### config.mk
export PLATFORM = sky130hd
export DESIGN_NAME = cmdbuf_top
export DESIGN_NICKNAME = d
export VERILOG_FILES = /design/src/rtl/cmdbuf_pkg.sv /design/src/rtl/cmdbuf_capture.sv /design/src/rtl/cmdbuf_parity.sv /design/src/rtl/cmdbuf_fanout.sv /design/src/rtl/cmdbuf_top.sv
export SDC_FILE = /design/constraint.sdc
export NUM_CORES = 1
export LEC_CHECK = 0
export ABC_AREA = 1
export BUFFER_PORTS_ARGS = -buffer_cell sky130_fd_sc_hd__buf_2
export CORE_UTILIZATION = 44
export CTS_CLUSTER_SIZE = 12
export DETAILED_ROUTE_END_ITERATION = 7
export PLACE_DENSITY_LB_ADDON = 0.08
export SKIP_CTS_REPAIR_TIMING = 1
export SYNTH_ARGS = -nofsm -noshare
export SYNTH_HDL_FRONTEND = slang
export SYNTH_SLANG_ARGS = --single-unit
export TNS_END_PERCENT = 50
### constraint.sdc
create_clock -name clk_i -period 1.45 [get_ports clk_i]
set_input_delay 0.0725 -clock clk_i [delete_from_list [all_inputs] [get_ports clk_i]]
set_output_delay 0.0725 -clock clk_i [all_outputs]
set_load 0.005 [all_outputs]
### src/rtl/cmdbuf_pkg.sv
package cmdbuf_pkg;
    // default geometry of the command buffer
    localparam int            DEF_LANES   = 14;
    localparam int            DEF_SPLIT   = 7;        // lanes below this index form the lower group
    localparam logic [13:0]   DEF_UNUSED  = 14'h0049; // lanes 1, 4 and 7 (bits 0, 3, 6)
    localparam int            DEF_DELAY   = 2;        // edges between check and error onset
    localparam int            DEF_STRETCH = 2;        // cycles the error stays low
    localparam int            NUM_CS      = 2;
endpackage

### src/rtl/cmdbuf_capture.sv
module cmdbuf_capture
    import cmdbuf_pkg::*;
#(
    parameter int               LANES  = DEF_LANES,
    parameter int               SPLIT  = DEF_SPLIT,
    parameter logic [LANES-1:0] UNUSED = DEF_UNUSED
) (
    input  logic              clk_i,
    input  logic              rst_ni,
    input  logic              cfg_i,
    input  logic [NUM_CS-1:0] cs_n_i,
    input  logic [LANES-1:0]  d_i,
    input  logic              cke_i,
    input  logic              odt_i,
    output logic [LANES-1:0]  data_o,
    output logic [NUM_CS-1:0] cs_n_o,
    output logic              cke_o,
    output logic              odt_o,
    output logic              cmd_o
);
    typedef struct packed {
        logic [LANES-1:0]  data;
        logic [NUM_CS-1:0] cs_n;
        logic              cke;
        logic              odt;
        logic              cmd;
    } cap_t;

    cap_t             st_d, st_q;
    logic [LANES-1:0] live_mask;
    logic             cmd_now;

    // per-lane enable: lane belongs to the selected group and is not an unused lane
    for (genvar i = 0; i < LANES; i++) begin : g_mask
        if (UNUSED[i]) begin : g_unused
            assign live_mask[i] = 1'b0;
        end else if (i < SPLIT) begin : g_lower
            assign live_mask[i] = ~cfg_i;
        end else begin : g_upper
            assign live_mask[i] = cfg_i;
        end
    end

    assign cmd_now = ~(&cs_n_i);

    always_comb begin
        st_d      = st_q;
        st_d.cs_n = cs_n_i;
        st_d.cke  = cke_i;
        st_d.odt  = odt_i;
        st_d.cmd  = cmd_now;
        if (cmd_now) begin
            st_d.data = d_i & live_mask;
        end
    end

    always_ff @(posedge clk_i or negedge rst_ni) begin
        if (!rst_ni) begin
            st_q <= '0;
        end else begin
            st_q <= st_d;
        end
    end

    assign data_o = st_q.data;
    assign cs_n_o = st_q.cs_n;
    assign cke_o  = st_q.cke;
    assign odt_o  = st_q.odt;
    assign cmd_o  = st_q.cmd;

    AST_DATA_HOLD: assert property (@(posedge clk_i) disable iff (!rst_ni)
        (&cs_n_i) |=> $stable(data_o));
    AST_CKE_TRACK: assert property (@(posedge clk_i) disable iff (!rst_ni)
        rst_ni |=> (cke_o == $past(cke_i)));
    AST_CS_TRACK: assert property (@(posedge clk_i) disable iff (!rst_ni)
        rst_ni |=> (cs_n_o == $past(cs_n_i)));
    AST_UNUSED_LOW: assert property (@(posedge clk_i) disable iff (!rst_ni)
        (data_o & UNUSED) == '0);
endmodule

### src/rtl/cmdbuf_parity.sv
module cmdbuf_parity
    import cmdbuf_pkg::*;
#(
    parameter int LANES   = DEF_LANES,
    parameter int DELAY   = DEF_DELAY,
    parameter int STRETCH = DEF_STRETCH
) (
    input  logic             clk_i,
    input  logic             rst_ni,
    input  logic             cmd_i,
    input  logic [LANES-1:0] data_i,
    input  logic             par_i,
    output logic             ppo_o,
    output logic             err_n_o
);
    localparam int CW = $clog2(STRETCH + 1);

    typedef struct packed {
        logic [DELAY-1:0] sh;
        logic [CW-1:0]    cnt;
        logic             ppo;
    } par_t;

    par_t st_d, st_q;
    logic sum;

    assign sum = (^data_i) ^ par_i;

    always_comb begin
        st_d = st_q;
        // delay line: stage 0 is the check result at the sampling edge
        if (DELAY > 1) begin
            st_d.sh = {st_q.sh[DELAY-2:0], 1'b0};
        end else begin
            st_d.sh = '0;
        end
        st_d.sh[0] = cmd_i & sum;
        if (cmd_i) begin
            st_d.ppo = sum;
        end
        // error window: reload on a delayed failure, otherwise count down
        if (st_q.sh[DELAY-1]) begin
            st_d.cnt = CW'(STRETCH);
        end else if (st_q.cnt != '0) begin
            st_d.cnt = st_q.cnt - 1'b1;
        end
    end

    always_ff @(posedge clk_i or negedge rst_ni) begin
        if (!rst_ni) begin
            st_q <= '0;
        end else begin
            st_q <= st_d;
        end
    end

    assign ppo_o   = st_q.ppo;
    assign err_n_o = (st_q.cnt == '0);

    AST_PPO_HOLD: assert property (@(posedge clk_i) disable iff (!rst_ni)
        !cmd_i |=> $stable(ppo_o));
    AST_ERR_ONSET: assert property (@(posedge clk_i) disable iff (!rst_ni)
        st_q.sh[DELAY-1] |=> !err_n_o);
    AST_ERR_MIN_WIDTH: assert property (@(posedge clk_i) disable iff (!rst_ni)
        $fell(err_n_o) |=> !err_n_o);
    AST_NO_SPURIOUS_ERR: assert property (@(posedge clk_i) disable iff (!rst_ni)
        (!cmd_i && err_n_o && (st_q.sh == '0)) |=> (st_q.sh[0] == 1'b0));
endmodule

### src/rtl/cmdbuf_fanout.sv
module cmdbuf_fanout #(
    parameter int W = 18
) (
    input  logic [W-1:0] src_i,
    output logic [W-1:0] bank_a_o,
    output logic [W-1:0] bank_b_o
);
    for (genvar i = 0; i < W; i++) begin : g_dup
        assign bank_a_o[i] = src_i[i];
        assign bank_b_o[i] = src_i[i];
    end
endmodule

### src/rtl/cmdbuf_top.sv
module cmdbuf_top
    import cmdbuf_pkg::*;
#(
    parameter int               LANES   = DEF_LANES,
    parameter int               SPLIT   = DEF_SPLIT,
    parameter logic [LANES-1:0] UNUSED  = DEF_UNUSED,
    parameter int               DELAY   = DEF_DELAY,
    parameter int               STRETCH = DEF_STRETCH
) (
    input  logic              clk_i,
    input  logic              rst_ni,
    input  logic              cfg_i,
    input  logic [NUM_CS-1:0] cs_n_i,
    input  logic [LANES-1:0]  d_i,
    input  logic              cke_i,
    input  logic              odt_i,
    input  logic              par_i,
    output logic [LANES-1:0]  qa_o,
    output logic [LANES-1:0]  qb_o,
    output logic [NUM_CS-1:0] cs_na_o,
    output logic [NUM_CS-1:0] cs_nb_o,
    output logic              cke_a_o,
    output logic              cke_b_o,
    output logic              odt_a_o,
    output logic              odt_b_o,
    output logic              ppo_o,
    output logic              err_n_o
);
    localparam int FW = LANES + NUM_CS + 2;

    logic [LANES-1:0]  data_q;
    logic [NUM_CS-1:0] cs_q;
    logic              cke_q, odt_q, cmd_q;
    logic [FW-1:0]     fan_src, fan_a, fan_b;

    cmdbuf_capture #(.LANES(LANES), .SPLIT(SPLIT), .UNUSED(UNUSED)) cap_i (
        .clk_i  (clk_i),
        .rst_ni (rst_ni),
        .cfg_i  (cfg_i),
        .cs_n_i (cs_n_i),
        .d_i    (d_i),
        .cke_i  (cke_i),
        .odt_i  (odt_i),
        .data_o (data_q),
        .cs_n_o (cs_q),
        .cke_o  (cke_q),
        .odt_o  (odt_q),
        .cmd_o  (cmd_q)
    );

    cmdbuf_parity #(.LANES(LANES), .DELAY(DELAY), .STRETCH(STRETCH)) par_chk_i (
        .clk_i   (clk_i),
        .rst_ni  (rst_ni),
        .cmd_i   (cmd_q),
        .data_i  (data_q),
        .par_i   (par_i),
        .ppo_o   (ppo_o),
        .err_n_o (err_n_o)
    );

    assign fan_src = {data_q, cs_q, cke_q, odt_q};

    cmdbuf_fanout #(.W(FW)) fan_i (
        .src_i    (fan_src),
        .bank_a_o (fan_a),
        .bank_b_o (fan_b)
    );

    assign {qa_o, cs_na_o, cke_a_o, odt_a_o} = fan_a;
    assign {qb_o, cs_nb_o, cke_b_o, odt_b_o} = fan_b;

    AST_BANK_EQUAL: assert property (@(posedge clk_i) disable iff (!rst_ni)
        (qa_o == qb_o) && (cs_na_o == cs_nb_o) && (cke_a_o == cke_b_o) && (odt_a_o == odt_b_o));
endmodule

**Word level (Yosys, flattened, before mapping)**

Cells that the tools add are included.

- Add/subtract/negate cells: 1
- Mux-type cells: 2
- Bitwise operators: 5
- Reduce and logical (&&, ||, !) cells: 5

Operators with widths:

| cell | count |
|---|---|
| AND 14 bit | 1 |
| XOR reduction 14 bit | 1 |
| two-way mux 2 bit | 2 |
| nonzero test 2 bit | 2 |
| logical NOT 2 bit | 1 |
| inverter 1 bit | 2 |
| AND reduction 2 bit | 1 |
| subtractor 2 x 1 -> 2 bit (second input constant) | 1 |
| AND 1 bit | 1 |
| bitwise XOR 1 bit | 1 |

- Register bits after elaboration: 24
- Input port bits: 22
- Output and inout bits: 38
- Word-level logic and storage cells: 21

**Depth between registers and ports, before layout**

- Word-level depth: 3
- Depth in mapped cells: 11
- Gate-level depth less buffers: 11

**Cells and area by module**

Synthesis repeated with hierarchy kept, for this count alone.

- Cells, all modules: 179
- Area total of the unflattened synthesis: 1442.6 µm²

By module, submodules not included:

| module | times used | cells an instance | area each (µm²) | sequential area each (µm²) |
|---|---|---|---|---|
| cmdbuf_capture | 1 | 59 | 689.4 | 400.4 |
| cmdbuf_parity | 1 | 84 | 483.0 | 125.1 |
| cmdbuf_fanout | 1 | 36 | 270.3 | 0.0 |

**Least setup slack after synthesis**

Ideal clock, no wire load.

- Kind: reg2reg
- From: register cap_i.st_q, in the netlist cap_i.data_o[9]
- To: register par_chk_i.st_q, in the netlist par_chk_i.ppo_o
- Library setup time: 0.116 ns
- Arrival time: 1.010 ns
- Data required time: 1.334 ns
- Setup slack: 0.324 ns
- Stages on the path, launching flop included: 11
- Buffers on the path: 0
- Period minus slack after synthesis: 1.126 ns
- Cells stage by stage: dfrtp_1 > nor2_1 > nor2_2 > nand2_1 > nand2_2 > nand2_2 > inv_1 > nor2_1 > nand2_1 > nand3_2 > nand2_2

- Longest elaborated chain between the ends: 2

Ends and longest elaborated chain:

| element | line | text |
|---|---|---|
| from (decl) | cmdbuf_capture.sv:29 | `cap_t st_d, st_q;` |
| from (signal assigned) | cmdbuf_capture.sv:61 | `st_q <= st_d;` |
| XOR reduction 14 bit | cmdbuf_parity.sv:27 | `assign sum = (^data_i) ^ par_i;` |
| bitwise XOR 1 bit | cmdbuf_parity.sv:27 |  |
| to (signal assigned) | cmdbuf_parity.sv:53 | `st_q <= st_d;` |
| to (decl) | cmdbuf_parity.sv:24 | `par_t st_d, st_q;` |

Every way passes these cells.
A chain may end at the register's enable or synchronous reset.

==> impl_metrics.py <==
metrics = {
    "layout": {
        "synthToLayoutAreaGrowth_pct": 19.9,
        "drive_above_1_share_pct": 33.1,
        "final_cells": 206,
        "nFillCells": 222,
        "n_antenna_cell": 0,
        "multi_input_area_um2": 357,
        "regArea_um2": 526,
        "fin_nets": 202,
    },
    "power": {
        "p_clk_share_pct": 20.4,
        "powerDensity_nw_per_um2": 1020,
        "power.internal_mw": 0.944,
        "p_leak_nw": 0.811,
        "p_sw_share_pct": 30.9,
        "p_comb_share_pct": 27.0,
        "sequentialPowerShare_pct": 52.6,
        "p_sw_mw": 0.421,
        "ir_worst_vdd_mv": 0.558,
    },
    "timing": {
        "tns_ns": 0,
        "slew_viol_final": 0,
        "min_period_over_period_pct": 84.1,
        "rsz0062_at_grt": "no",
        "finalClockSkew_ns": 0.00552,
        "max_slew_margin_pct": 63.0,
        "fin_hold_ws_ns": -0.00960,
        "fmax_ghz": 0.820,
        "hold_viol_final": 1,
        "worstMarginPinSlew_ns": 0.554,
        "setup_viol": 0,
        "fin_crit_ns": 1.22,
    },
    "logic_synthesis": {
        "yosysTopAreaCell": "dfrtp_1",
        "syn_area_um2": 1110,
        "synth_area_per_cell_um2": 8.11,
        "synth-seq-area-share_pct": 47.3,
        "synth_cell_type_count": 15,
        "synth_top_area_share_pct": 47.3,
        "yosysWarnings": 0,
        "ys_top_cells_by_area": "dfrtp_1, buf_4, nand2_1",
        "synthCells": 137,
        "synth-seq-cells": 21,
    },
    "routing": {
        "routedWlPerCell_um": 9.80,
        "vias": 914,
        "dr.pass1.iters": 4,
        "postRouteAntennaNets": 0,
        "drt-total-wl_um": 2020,
        "drc": 0,
        "drt_iter0_drc": 10,
        "via_per_inst": 4.44,
    },
    "clocking": {
        "clk_pin_slew_worst_paths_ns": 0.12,
        "clk_path_buf_depth": 2,
        "tritoncts": "yes",
        "cts_buffers": 3,
        "cts-htree-levels": 1,
        "cts.sinks": 21,
        "clkLatencyLatePin_ns": 0.30,
        "cts_root_buf": "clkbuf_4",
    },
    "status": {
        "status": "finished with violations",
        "violations": "hold timing",
    },
    "floorplanning": {
        "die_h_um": 52.3,
        "num_rows": 17,
        "start_util_pct": 48.4,
        "die_area_um2": 2730,
        "coreArea_um2": 2300,
        "fp.dieW_um": 52.3,
        "ios": 60,
    },
    "critical_path": {
        "crit_arrival_ns": 1.42,
        "start_kind": "register",
        "slowest_delay_ns": 0.44,
        "critical_path.slowest_cell": "dfrtp_1",
        "crit_type": "register to register",
        "required_ns": 1.65,
        "critPathMaxFanout": 5,
        "crit_chain": "nor2_1, nor2_2, nand2_1, nand2_2, nand2_2, inv_1, nor2_1, nand2_1, nand3_2, inv_1",
        "cp-end-kind": "register",
    },
    "placed_design": {
        "dpl.hpwl_um": 1460,
        "place_inst": 196,
        "io_buffers": 50,
        "gp_congestion": 0.731,
    },
    "global_route": {
        "grt_start_max_net_pins": 22,
        "overflow": 0,
        "grt_pass1_wl_um": 3220,
        "antenna_found_initial": 0,
        "grt.total_usage_pct": 16.2,
        "grt_pass1_vias": 774,
    },
    "flow_run": {
        "drv_cap": 0,
    },
    "worst_hold_path": {
        "hold_path_class": "input pin to register",
    },
}
==> layout by cell type, fill, tap and decap left out, drive strengths merged <==
cell type    instances
nand3               17
xor2                 2
conb                 6
dlygate4sd3          6
clkbuf               4
dfrtp               21
nand2               34
nor2                 5
a21oi                1
buf                 50
inv                 21
o21ai               10
ha                   1
==> layer usage <==
layer  vias to the layer above  GRT usage, %  share of wire (%)
met5                         -             0                  0
met4                         0          7.89                1.2
met3                         4          2.61                5.0
met2                        33          28.6                 50
met1                       402          18.9                 44
li1                        475             -                  -
==> layout make-up <==
class | instances | share of cell area, %
Clock buffer | 4 | 1.97
Inverter | 21 | 5.92
Multi-Input combinational cell | 76 | 26.8
Sequential cell | 21 | 39.4
Tap cell | 28 | 2.63
Timing Repair Buffer | 56 | 23.3
==> sequential cells by signal, summed over array words and instances (netlist names) <==
| signal | flops |
|---|---|
| par_chk_i.st_q | 3 |
| cap_i.data_o | 11 |
| cap_i.cs_n_o | 2 |
| cap_i.cmd_o | 1 |
| par_chk_i.st_d | 1 |
| cap_i.odt_o | 1 |
| par_chk_i.ppo_o | 1 |
| cap_i.cke_o | 1 |
==> critical path: cells and delay by family (launching register included) <==
family	cells	cell delay, ns
flops	1	0.44
simple gates	8	0.61
buf+inv	2	0.08
==> cells by family after synthesis <==
kind of cell,Yosys count,share of synthesized area (%)
XOR/XNOR,2,1.58
flip-flops,21,47.3
AO/OA/AOI/OAI,11,4.95
other,1,0.338
buffers and inverters,45,22.3
adder cells (fa/ha/maj),1,1.13
AND/OR/NAND/NOR,56,22.4
==> final timing paths <==
path / startpoint / end / slack, ns / cells after the start
min reg2reg: par_chk_i.st_d[4] / par_chk_i.st_q[4] / 0.36 / 0
min in group asynchronous: rst_ni / cap_i.cs_n_o[1] / 0.25 / 2
min: d_i[1] / cap_i.data_o[1] / -0.01 / 3
max reg2reg: cap_i.data_o[9] / par_chk_i.st_d[4] / 0.23 / 10
max: cap_i.data_o[9] / par_chk_i.st_d[4] / 0.23 / 10
max in group asynchronous: rst_ni / par_chk_i.st_q[1] / 0.88 / 2
==> power by group through the flow <==
stage / Sequential, mW / Clock, mW / Combinational (mW)
after floorplan: 0.729 / 0 / 0.262
after global placement: 0.727 / 0 / 0.349
after detailed placement: 0.731 / 0 / 0.364
after CTS: 0.719 / 0.296 / 0.368
after global routing: 0.728 / 0.315 / 0.439
final: 0.718 / 0.279 / 0.369
==> cells in the mapped netlist (all sizes together) <==
library cell and count:
a21oi 1, buf 21, clkbuf 3, conb 1, dfrtp 21, ha 1, inv 21, nand2 34
nand3 17, nor2 5, o21ai 10, xor2 2
==> per-stage QoR <==
step / worst slack (ns) / instance area (um2) / hold WS [ns] / utilization (%) / power, mW
2_1_floorplan: 0.324 / 1130 / -0.223 / - / 0.991
3_3_place_gp: 0.273 / 1250 / 0.0522 / 54.2 / 1.08
3_5_place_dp: 0.227 / 1250 / 0.0613 / 54.2 / 1.10
4_1_cts: 0.202 / 1270 / -0.279 / 55.4 / 1.38
5_1_grt: 0.0704 / 1330 / 0.000612 / 58.0 / 1.48
6_report: 0.230 / 1330 / -0.00960 / 58.0 / 1.37
(Power assumes the default switching activity.)
